$ cat src/rtl/uwire_pkg.sv
package uwire_pkg;

  typedef enum logic [1:0] {
    OP_READ  = 2'd0,
    OP_WREN  = 2'd1,
    OP_WRITE = 2'd2,
    OP_RSVD  = 2'd3
  } uw_op_e;

  typedef enum logic [3:0] {
    ST_IDLE,
    ST_PRE,
    ST_CMD_LO,
    ST_CMD_HI,
    ST_TURN,
    ST_RD_HI,
    ST_RD_LO,
    ST_WR_LO,
    ST_WR_HI,
    ST_GAP_LO,
    ST_GAP_HI,
    ST_POLL,
    ST_FIN
  } uw_state_e;

  typedef struct packed {
    logic cs;
    logic sk;
    logic si;
  } uw_lines_t;

endpackage

$ cat src/rtl/uwire_step_timer.sv
module uwire_step_timer #(
  parameter int PHASE_CYC = 2
) (
  input  logic clk,
  input  logic rst_n,
  input  logic run,
  output logic step_end
);

  generate
    if (PHASE_CYC <= 1) begin : g_single
      assign step_end = run;
    end else begin : g_count
      localparam int CW = $clog2(PHASE_CYC);
      localparam logic [CW-1:0] LAST = CW'(PHASE_CYC - 1);

      logic [CW-1:0] cnt_q;
      logic [CW-1:0] cnt_d;

      assign step_end = run && (cnt_q == LAST);

      always_comb begin
        if (!run || step_end) cnt_d = '0;
        else                  cnt_d = cnt_q + 1'b1;
      end

      always_ff @(posedge clk or negedge rst_n) begin
        if (!rst_n) cnt_q <= '0;
        else        cnt_q <= cnt_d;
      end
    end
  endgenerate

endmodule

$ cat src/rtl/uwire_rx_collect.sv
module uwire_rx_collect #(
  parameter int DATA_W = 16
) (
  input  logic              clk,
  input  logic              rst_n,
  input  logic              sample,
  input  logic              bit_in,
  input  logic              publish,
  output logic [DATA_W-1:0] word
);

  logic [DATA_W-1:0] sh_q;
  logic [DATA_W-1:0] word_q;

  // first bit in ends up in bit 0 after DATA_W samples
  always_ff @(posedge clk or negedge rst_n) begin
    if (!rst_n) begin
      sh_q <= '0;
    end else if (sample) begin
      sh_q <= {bit_in, sh_q[DATA_W-1:1]};
    end
  end

  always_ff @(posedge clk or negedge rst_n) begin
    if (!rst_n) begin
      word_q <= '0;
    end else if (publish) begin
      word_q <= sh_q;
    end
  end

  assign word = word_q;

endmodule

$ cat src/rtl/uwire_eeprom_ctrl.sv
module uwire_eeprom_ctrl
  import uwire_pkg::*;
#(
  parameter int ADDR_W     = 6,
  parameter int DATA_W     = 16,
  parameter int PHASE_CYC  = 2,
  parameter int POLL_LIMIT = 20000
) (
  input  logic              clk,
  input  logic              rst_n,
  input  logic              start,
  input  logic [1:0]        op,
  input  logic [ADDR_W-1:0] addr,
  input  logic [DATA_W-1:0] wdata,
  output logic [DATA_W-1:0] rdata,
  output logic              done,
  output logic              timeout_err,
  output logic              ee_cs,
  output logic              ee_sck,
  output logic              ee_si,
  input  logic              ee_so
);

  localparam int CMD_W   = ADDR_W + 5;
  localparam int SHORT_W = ADDR_W + 4;
  localparam int CNT_MAX = (CMD_W > DATA_W) ? CMD_W : DATA_W;
  localparam int CNT_W   = $clog2(CNT_MAX + 1);
  localparam int PW      = $clog2(POLL_LIMIT + 1);

  localparam logic [CNT_W-1:0] LEN_RD   = CNT_W'(CMD_W);
  localparam logic [CNT_W-1:0] LEN_SH   = CNT_W'(SHORT_W);
  localparam logic [CNT_W-1:0] LEN_DATA = CNT_W'(DATA_W);
  localparam logic [CNT_W-1:0] ONE_LEFT = CNT_W'(1);
  localparam logic [PW-1:0]    POLL_END = PW'(POLL_LIMIT - 1);

  // command words, left aligned so the current bit is always the MSB
  function automatic logic [CMD_W-1:0] read_word(input logic [ADDR_W-1:0] a);
    return {2'b00, 3'b110, a};
  endfunction

  function automatic logic [CMD_W-1:0] unlock_word();
    return {1'b0, 3'b100, 2'b11, {(ADDR_W-2){1'b0}}, 1'b0};
  endfunction

  function automatic logic [CMD_W-1:0] prog_word(input logic [ADDR_W-1:0] a);
    return {1'b0, 3'b101, a, 1'b0};
  endfunction

  function automatic uw_lines_t lines_of(input uw_state_e s, input logic cbit, input logic dbit);
    uw_lines_t l;
    case (s)
      ST_IDLE:   l = '{cs: 1'b0, sk: 1'b0, si: 1'b0};
      ST_CMD_LO: l = '{cs: 1'b1, sk: 1'b0, si: cbit};
      ST_CMD_HI: l = '{cs: 1'b1, sk: 1'b1, si: cbit};
      ST_RD_HI:  l = '{cs: 1'b1, sk: 1'b1, si: 1'b0};
      ST_WR_LO:  l = '{cs: 1'b1, sk: 1'b0, si: dbit};
      ST_WR_HI:  l = '{cs: 1'b1, sk: 1'b1, si: dbit};
      ST_GAP_LO: l = '{cs: 1'b0, sk: 1'b0, si: 1'b0};
      ST_GAP_HI: l = '{cs: 1'b0, sk: 1'b1, si: 1'b0};
      default:   l = '{cs: 1'b1, sk: 1'b0, si: 1'b0};
    endcase
    return l;
  endfunction

  uw_state_e         state_q, state_d;
  uw_op_e            op_q, op_d;
  uw_op_e            op_in;
  logic [ADDR_W-1:0] addr_q, addr_d;
  logic [CMD_W-1:0]  cmd_q, cmd_d;
  logic [DATA_W-1:0] wd_q, wd_d;
  logic [CNT_W-1:0]  cnt_q, cnt_d;
  logic [PW-1:0]     poll_q, poll_d;
  logic              second_q, second_d;
  logic              err_q, err_d;
  logic              done_q, done_d;
  uw_lines_t         lines_q, lines_d;
  logic              busy;
  logic              step_end;
  logic              rx_sample;
  logic              rx_publish;

  assign op_in = uw_op_e'(op);
  assign busy  = (state_q != ST_IDLE);

  uwire_step_timer #(.PHASE_CYC(PHASE_CYC)) u_timer (
    .clk      (clk),
    .rst_n    (rst_n),
    .run      (busy),
    .step_end (step_end)
  );

  uwire_rx_collect #(.DATA_W(DATA_W)) u_rx (
    .clk     (clk),
    .rst_n   (rst_n),
    .sample  (rx_sample),
    .bit_in  (ee_so),
    .publish (rx_publish),
    .word    (rdata)
  );

  // next-state logic
  always_comb begin
    state_d    = state_q;
    op_d       = op_q;
    addr_d     = addr_q;
    cmd_d      = cmd_q;
    wd_d       = wd_q;
    cnt_d      = cnt_q;
    poll_d     = poll_q;
    second_d   = second_q;
    err_d      = err_q;
    done_d     = 1'b0;
    rx_sample  = 1'b0;
    rx_publish = 1'b0;

    case (state_q)
      ST_IDLE: begin
        if (start && (op_in != OP_RSVD)) begin
          op_d     = op_in;
          addr_d   = addr;
          wd_d     = wdata;
          err_d    = 1'b0;
          second_d = 1'b0;
          poll_d   = '0;
          if (op_in == OP_READ) begin
            cmd_d   = read_word(addr);
            cnt_d   = LEN_RD;
            state_d = ST_PRE;
          end else begin
            cmd_d   = unlock_word();
            cnt_d   = LEN_SH;
            state_d = ST_CMD_LO;
          end
        end
      end

      ST_PRE:    if (step_end) state_d = ST_CMD_LO;
      ST_CMD_LO: if (step_end) state_d = ST_CMD_HI;

      ST_CMD_HI: begin
        if (step_end) begin
          cmd_d = cmd_q << 1;
          cnt_d = cnt_q - 1'b1;
          if (cnt_q != ONE_LEFT) begin
            state_d = ST_CMD_LO;
          end else begin
            case (op_q)
              OP_READ: begin
                state_d = ST_TURN;
                cnt_d   = LEN_DATA;
              end
              OP_WREN: state_d = ST_FIN;
              default: begin
                if (!second_q) begin
                  state_d = ST_GAP_LO;
                end else begin
                  state_d = ST_WR_LO;
                  cnt_d   = LEN_DATA;
                end
              end
            endcase
          end
        end
      end

      ST_TURN: if (step_end) state_d = ST_RD_HI;

      ST_RD_HI: begin
        if (step_end) begin
          rx_sample = 1'b1;
          state_d   = ST_RD_LO;
        end
      end

      ST_RD_LO: begin
        if (step_end) begin
          cnt_d   = cnt_q - 1'b1;
          state_d = (cnt_q == ONE_LEFT) ? ST_FIN : ST_RD_HI;
        end
      end

      ST_WR_LO: if (step_end) state_d = ST_WR_HI;

      ST_WR_HI: begin
        if (step_end) begin
          wd_d    = wd_q >> 1;
          cnt_d   = cnt_q - 1'b1;
          state_d = (cnt_q == ONE_LEFT) ? ST_GAP_LO : ST_WR_LO;
        end
      end

      ST_GAP_LO: if (step_end) state_d = ST_GAP_HI;

      ST_GAP_HI: begin
        if (step_end) begin
          if (!second_q) begin
            second_d = 1'b1;
            cmd_d    = prog_word(addr_q);
            cnt_d    = LEN_SH;
            state_d  = ST_CMD_LO;
          end else begin
            poll_d  = '0;
            state_d = ST_POLL;
          end
        end
      end

      ST_POLL: begin
        if (step_end) begin
          if (ee_so) begin
            state_d = ST_FIN;
          end else if (poll_q == POLL_END) begin
            err_d   = 1'b1;
            state_d = ST_FIN;
          end else begin
            poll_d = poll_q + 1'b1;
          end
        end
      end

      ST_FIN: begin
        if (step_end) begin
          done_d     = 1'b1;
          rx_publish = (op_q == OP_READ);
          state_d    = ST_IDLE;
        end
      end

      default: state_d = ST_IDLE;
    endcase

    lines_d = lines_of(state_d, cmd_d[CMD_W-1], wd_d[0]);
  end

  // register process
  always_ff @(posedge clk or negedge rst_n) begin
    if (!rst_n) begin
      state_q  <= ST_IDLE;
      op_q     <= OP_READ;
      addr_q   <= '0;
      cmd_q    <= '0;
      wd_q     <= '0;
      cnt_q    <= '0;
      poll_q   <= '0;
      second_q <= 1'b0;
      err_q    <= 1'b0;
      done_q   <= 1'b0;
      lines_q  <= '0;
    end else begin
      state_q  <= state_d;
      op_q     <= op_d;
      addr_q   <= addr_d;
      cmd_q    <= cmd_d;
      wd_q     <= wd_d;
      cnt_q    <= cnt_d;
      poll_q   <= poll_d;
      second_q <= second_d;
      err_q    <= err_d;
      done_q   <= done_d;
      lines_q  <= lines_d;
    end
  end

  assign done        = done_q;
  assign timeout_err = err_q;
  assign ee_cs       = lines_q.cs;
  assign ee_sck      = lines_q.sk;
  assign ee_si       = lines_q.si;

endmodule

$ cat config.mk
export PLATFORM = sky130hd
export DESIGN_NAME = uwire_eeprom_ctrl
export DESIGN_NICKNAME = d
export VERILOG_FILES = /design/src/rtl/uwire_pkg.sv /design/src/rtl/uwire_step_timer.sv /design/src/rtl/uwire_rx_collect.sv /design/src/rtl/uwire_eeprom_ctrl.sv
export SDC_FILE = /design/constraint.sdc
export NUM_CORES = 1
export LEC_CHECK = 0
export CORE_MARGIN = 2
export CORE_UTILIZATION = 61
export DETAILED_ROUTE_END_ITERATION = 10
export GPL_TIMING_DRIVEN = 1
export MAX_ROUTING_LAYER = met4
export PLACE_DENSITY_LB_ADDON = 0.08
export SLEW_MARGIN = 20
export SYNTH_ARGS = -nofsm -noshare
export SYNTH_HDL_FRONTEND = slang
export SYNTH_SLANG_ARGS = --single-unit
$ cat constraint.sdc
create_clock -name clk -period 6.9 [get_ports clk]
set_input_delay 1.725 -clock clk [delete_from_list [all_inputs] [get_ports clk]]
set_output_delay 1.725 -clock clk [all_outputs]
set_load 0.005 [all_outputs]
# --- Word-level counts from Yosys, hierarchy flattened ---
# Index checks and enable logic that the tools add are counted.
classes:
  div: 0
  n_lt_le_gt_ge: 0
  bitwise: 0
  mul: 0
  shifts: 0
  n_reduce_logical: 24
  addsub: 3
  muxes: 63
  eq_ne: 35
ops:
  columns: ["operator", "n"]
  rows:
  - ["15-bit two-way mux", 6]
  - ["4-bit two-way mux", 20]
  - ["4-bit case mux with 13 select lines", 1]
  - ["15-bit case mux with 3 select lines", 1]
  - ["11-bit two-way mux", 4]
  - ["5-bit two-way mux", 7]
  - ["11-bit case mux with 3 select lines", 1]
  - ["4-bit equality test (second input constant)", 8]
  - ["16-bit two-way mux", 2]
  - ["16-bit case mux with 2 select lines", 1]
  - ["4-bit by 3-bit equality test with 1-bit output (second input constant)", 6]
  - ["3-bit case mux with 7 select lines", 1]
  - ["5-bit case mux with 4 select lines", 1]
  - ["4-bit by 2-bit equality test with 1-bit output (second input constant)", 4]
  - ["15-bit by 1-bit adder with 15-bit output (second input constant)", 1]
  - ["15-bit equality test (second input constant)", 1]
  - ["2-bit inequality test (second input constant)", 7]
  - ["1-bit two-way mux", 12]
  - ["10-bit two-way mux", 1]
  - ["2-bit by 1-bit inequality test with 1-bit output (second input constant)", 5]
  - ["5-bit case mux with 2 select lines", 1]
  - ["5-bit AND reduction", 2]
  - ["4-bit logical NOT", 2]
  - ["4-bit case mux with 2 select lines", 1]
  - ["20 further kinds", 29]
totals:
  rom_bits: 0
  latchBits: 0
  word_cells: 143
  n_memories: 0
  ramBits: 0
  out_inout_bits: 21
  ff_bits: 98
  input_bits: 28

# --- Logic depth before layout (Yosys ltp) ---
depth:
  word_depth: 8
  depth_mapped: 10
  ltp_nobuf: 9

# --- Hierarchy ---
# A second synthesis with hierarchy kept.
hier_totals:
  hier_cells: 447
  hier_area_um2: 4904.7
modules_own_cells:
  columns: ["module", "cells_each", "area_each_um2", "seq_area_each_um2", "instances"]
  rows:
  - ["uwire_eeprom_ctrl", 376, 3564.7, 1626.6, 1]
  - ["uwire_rx_collect", 68, 1298.7, 800.8, 1]
  - ["uwire_step_timer", 3, 41.3, 25.0, 1]

# --- Least setup slack after synthesis ---
# No wires, ideal clock.
synth_path:
  kind: "input to register"
  start: "input port start"
  end: "register lines_q (netlist bit ee_si)"
  path_stages: 6
  path_slack_ns: 3.546
  setup_ns: 0.069
  arrival_time_ns: 3.286
  path_buffers: 1
  t_required_ns: 6.831
  path_cell_list: "nor4b_2 a2111oi_0 or3b_1 buf_2 or4b_1 nand3_1"
synth_rtl:
  columns: ["item", "line_no", "rtl"]
  rows:
  - ["start: declaration", "uwire_eeprom_ctrl.sv:11", "input logic start,"]
  - ["end signal: assignment", "uwire_eeprom_ctrl.sv:260", "lines_q <= lines_d;"]
  - ["end: declaration", "uwire_eeprom_ctrl.sv:76", "uw_lines_t lines_q, lines_d;"]

# --- Final worst setup path ---
layout_path:
  start: "input port op[1]"
  end: "register poll_q[4]"
layout_via:
  elab_chain_cells: 4
layout_rtl:
  columns: ["item", "line_no", "rtl"]
  rows:
  - ["start: declaration", "uwire_eeprom_ctrl.sv:12", "input logic [1:0] op,"]
  - ["2-bit inequality test", "uwire_eeprom_ctrl.sv:118", "if (start && (op_in != OP_RSVD)) begin"]
  - ["1-bit logical AND", "uwire_eeprom_ctrl.sv:118", null]
  - ["2-bit inequality test (no source line)", null, null]
  - ["7-bit AND reduction (no source line)", null, null]
  - ["end signal: assignment", "uwire_eeprom_ctrl.sv:256", "poll_q <= poll_d;"]
  - ["end: declaration", "uwire_eeprom_ctrl.sv:72", "logic [PW-1:0] poll_q, poll_d;"]
# Every way passes these cells.
# A chain may end at the register's enable or synchronous reset.

==> flow_metrics.env <==
export IMPL_status="complete, no violations"
export IMPL_drc=0
export IMPL_place_congestion=0.9190
export IMPL_synth_top_area_share=0.5054
export IMPL_overflow=0
export IMPL_yosysTopAreaCell="dfrtp_1"
export IMPL_htreeDepth=3
export IMPL_dieArea_mm2=0.008683
export IMPL_setup_viol=0
export IMPL_netlist_instances=473
export IMPL_finalSetupTns_ns=0
export IMPL_cp_arrival_ns=4.83
export IMPL_via_per_inst=6.294
export IMPL_max_freq_mhz=220.6
export IMPL_seq_area_frac_synth=0.5054
export IMPL_wl_per_cell_um=17.31
export IMPL_rsz0062_at_grt="false"
export IMPL_period_share=0.6569
export IMPL_clkTransAtPathRegs_ns=0.10
export IMPL_port_buffers=48
export IMPL_syn_area_mm2=0.004852
export IMPL_worst_ep_required_time_ns=7.20
export IMPL_netlist_top_cells_area="dfrtp_1 (51%), mux2_2 (7.4%), nand2_1 (3.6%), o21ai_0 (3.0%), nor2_1 (2.9%)"
export IMPL_wl_mm=10.61
export IMPL_critPathCaptureType="flop"
export IMPL_p_per_area_mw_per_mm2=316.3
export IMPL_ys_types=69
export IMPL_io_pin_count=49
export IMPL_synth_avg_cell_area_um2=10.26
export IMPL_cts_buffers=9
export IMPL_startpoint="op[1]"
export IMPL_ys_seq_elements=98
export IMPL_cp_start_kind="primary input"
export IMPL_yosysWarnings=0
export IMPL_cts_resized_gates=0
export IMPL_std_cell_rows=32
export IMPL_worst_path_max_fanout=25
export IMPL_synth_edf_count=0
export IMPL_fp_dieW_um=93.19
export IMPL_post_cts_buffers=0
export IMPL_nNetsFinal=537
export IMPL_final_hold_viol_count=0
export IMPL_final_layout_size_suffix_gt1_frac=0.1272
export IMPL_post_dp_hpwl_mm=7.161
export IMPL_start_util=0.6279
export IMPL_slew_headroom=0.2789
export IMPL_synth_ff_type="dfrtp_1"
export IMPL_power_total_mw=1.756
export IMPL_drtIter0Drc=321
export IMPL_antenna_found_initial=0
export IMPL_min_path_type="reg2reg"
export IMPL_worstMarginPinSlew_ns=1.079
export IMPL_slew_viol_final=0
export IMPL_grt_pass1_wl_mm=17.69
export IMPL_grtUsageTotal=0.2663
export IMPL_ant_nets=0
export IMPL_async_reset_ff_frac=1.000
export IMPL_path_class="in2reg"
export IMPL_die_h_um=93.19
export IMPL_hold_buffers=0
export IMPL_syn_num_nets=504
export IMPL_r2r_start="state_q[3]"
export IMPL_insertedDiodeCount=0
export IMPL_ir_drop_mv=0.1809
export IMPL_core_mm2=0.007727
export IMPL_cts_sinks=98
export IMPL_ys_top_cells_by_count="dfrtp_1 (98), nand2_1 (46), nor2_1 (38), mux2_2 (32), o21ai_0 (29)"
export IMPL_cap_violations=0
export IMPL_drt_pre_antenna_iters=7
export IMPL_grt_pass1_vias=3685
export IMPL_grt_max_degree=72
export IMPL_area_growth_pct=14.44
export IMPL_worst_hold_startpoint="addr_q[5]"
export IMPL_cts_root_buffer_cell="clkbuf_8"
export IMPL_skew_ns=0.01155
export IMPL_fin_crit_ns=4.533
export IMPL_num_vias=3858
export IMPL_cts_buffer_depth=2
export IMPL_clkLatencyLatePin_ns=0.37
export IMPL_cts_tree="done"
export IMPL_p_leak_nw=2.455
export IMPL_post_synth_top_count_cell="dfrtp_1"
==> power by group <==
| group | internal, mW | switching (mW) |
|---|---|---|
| combinational | 0.243 | 0.265 |
| clock | 0.140 | 0.223 |
| sequential | 0.719 | 0.167 |
| total | 1.10 | 0.655 |
==> registers in the layout, summed over array words and instances, names as in the netlist, 2 cells and up <==
| signal | count |
|---|---|
| u_rx.sh_q | 16 |
| cmd_q | 11 |
| u_rx.word | 16 |
| state_q | 4 |
| addr_q | 6 |
| poll_q | 15 |
| op_q | 2 |
| cnt_q | 5 |
| wd_q | 16 |
==> cell usage in the layout (no fill, tap or decap), drive strengths merged, types with 6 or more instances in the layout <==
master,netlist,routed
dfrtp,98,98
o41ai,6,6
nand4,9,9
nand2,46,46
o21ai,30,30
nand3,13,13
a222oi,14,14
nor2,38,38
clkdlybuf4s50,0,47
clkbuf,26,9
mux2,32,32
a21oi,14,14
a31oi,9,9
nand2b,6,6
nor3,6,6
inv,25,28
a22oi,8,8
==> critical path, stage by stage <==
cell and delay, ns:
clkdlybuf4s50_1 0.53, a21boi_0 0.42, and2_1 0.79, a21oi_1 0.41
or3_2 0.56, or3_1 0.31, o21ai_0 0.08
==> metal layers <==
metal	vias up	wire length [um]	track usage
met5	-	0	-
met3	17	581	0.06124
li1	1815	-	-
met2	125	5183	0.4034
met4	0	166	0.1054
met1	1901	4677	0.3526
==> final timing paths <==
path                       slack, ns  cells after the start        end
max in group asynchronous       4.47                      2  cmd_q[10]
hold / removal                  0.49                      2  addr_q[5]
hold reg to reg                 0.49                      2  addr_q[5]
setup reg to reg                3.19                      6  poll_q[4]
min in group asynchronous       1.25                      1   cnt_q[2]
setup / recovery                2.37                      7  poll_q[4]
==> metrics by stage <==
| step | setup WS, ns | utilization | instance area, um2 | cells | hold slack (ns) |
|---|---|---|---|---|---|
| 5_1_grt | 2.199 | 0.7186 | 5553 | 613 | 0.5204 |
| 4_1_cts | 2.445 | 0.7186 | 5553 | 613 | 0.4895 |
| 6_report | 2.367 | 0.7186 | 5553 | 613 | 0.4852 |
| 2_1_floorplan | 3.546 | - | 4852 | 473 | 0.4369 |
| 3_5_place_dp | 2.072 | 0.6935 | 5359 | 597 | 0.4646 |
| 3_3_place_gp | 2.127 | 0.6935 | 5359 | 597 | 0.4611 |
==> cells by family (layout without fill, tap and decap cells) <==
group	Yosys count	after routing	share of synthesized area
AND/OR/NAND/NOR	162	162	0.1803
adder cells (fa/ha/maj)	3	3	0.007737
AO/OA/AOI/OAI	121	121	0.1821
buffers and inverters	53	91	0.04280
XOR/XNOR	3	3	0.005416
multiplexers	33	33	0.07633
flip-flops	98	98	0.5054
==> cell type report <==
cell class	instances	area, um2
Sequential cell	98	2452
Clock buffer	9	123.9
Timing Repair Buffer	50	493.0
Fill cell	559	2175
Tap cell	102	127.6
Multi-Input combinational cell	322	2192
Clock inverter	7	70.07
Inverter	25	93.84
No activity file was read; power rests on OpenSTA's default activity.
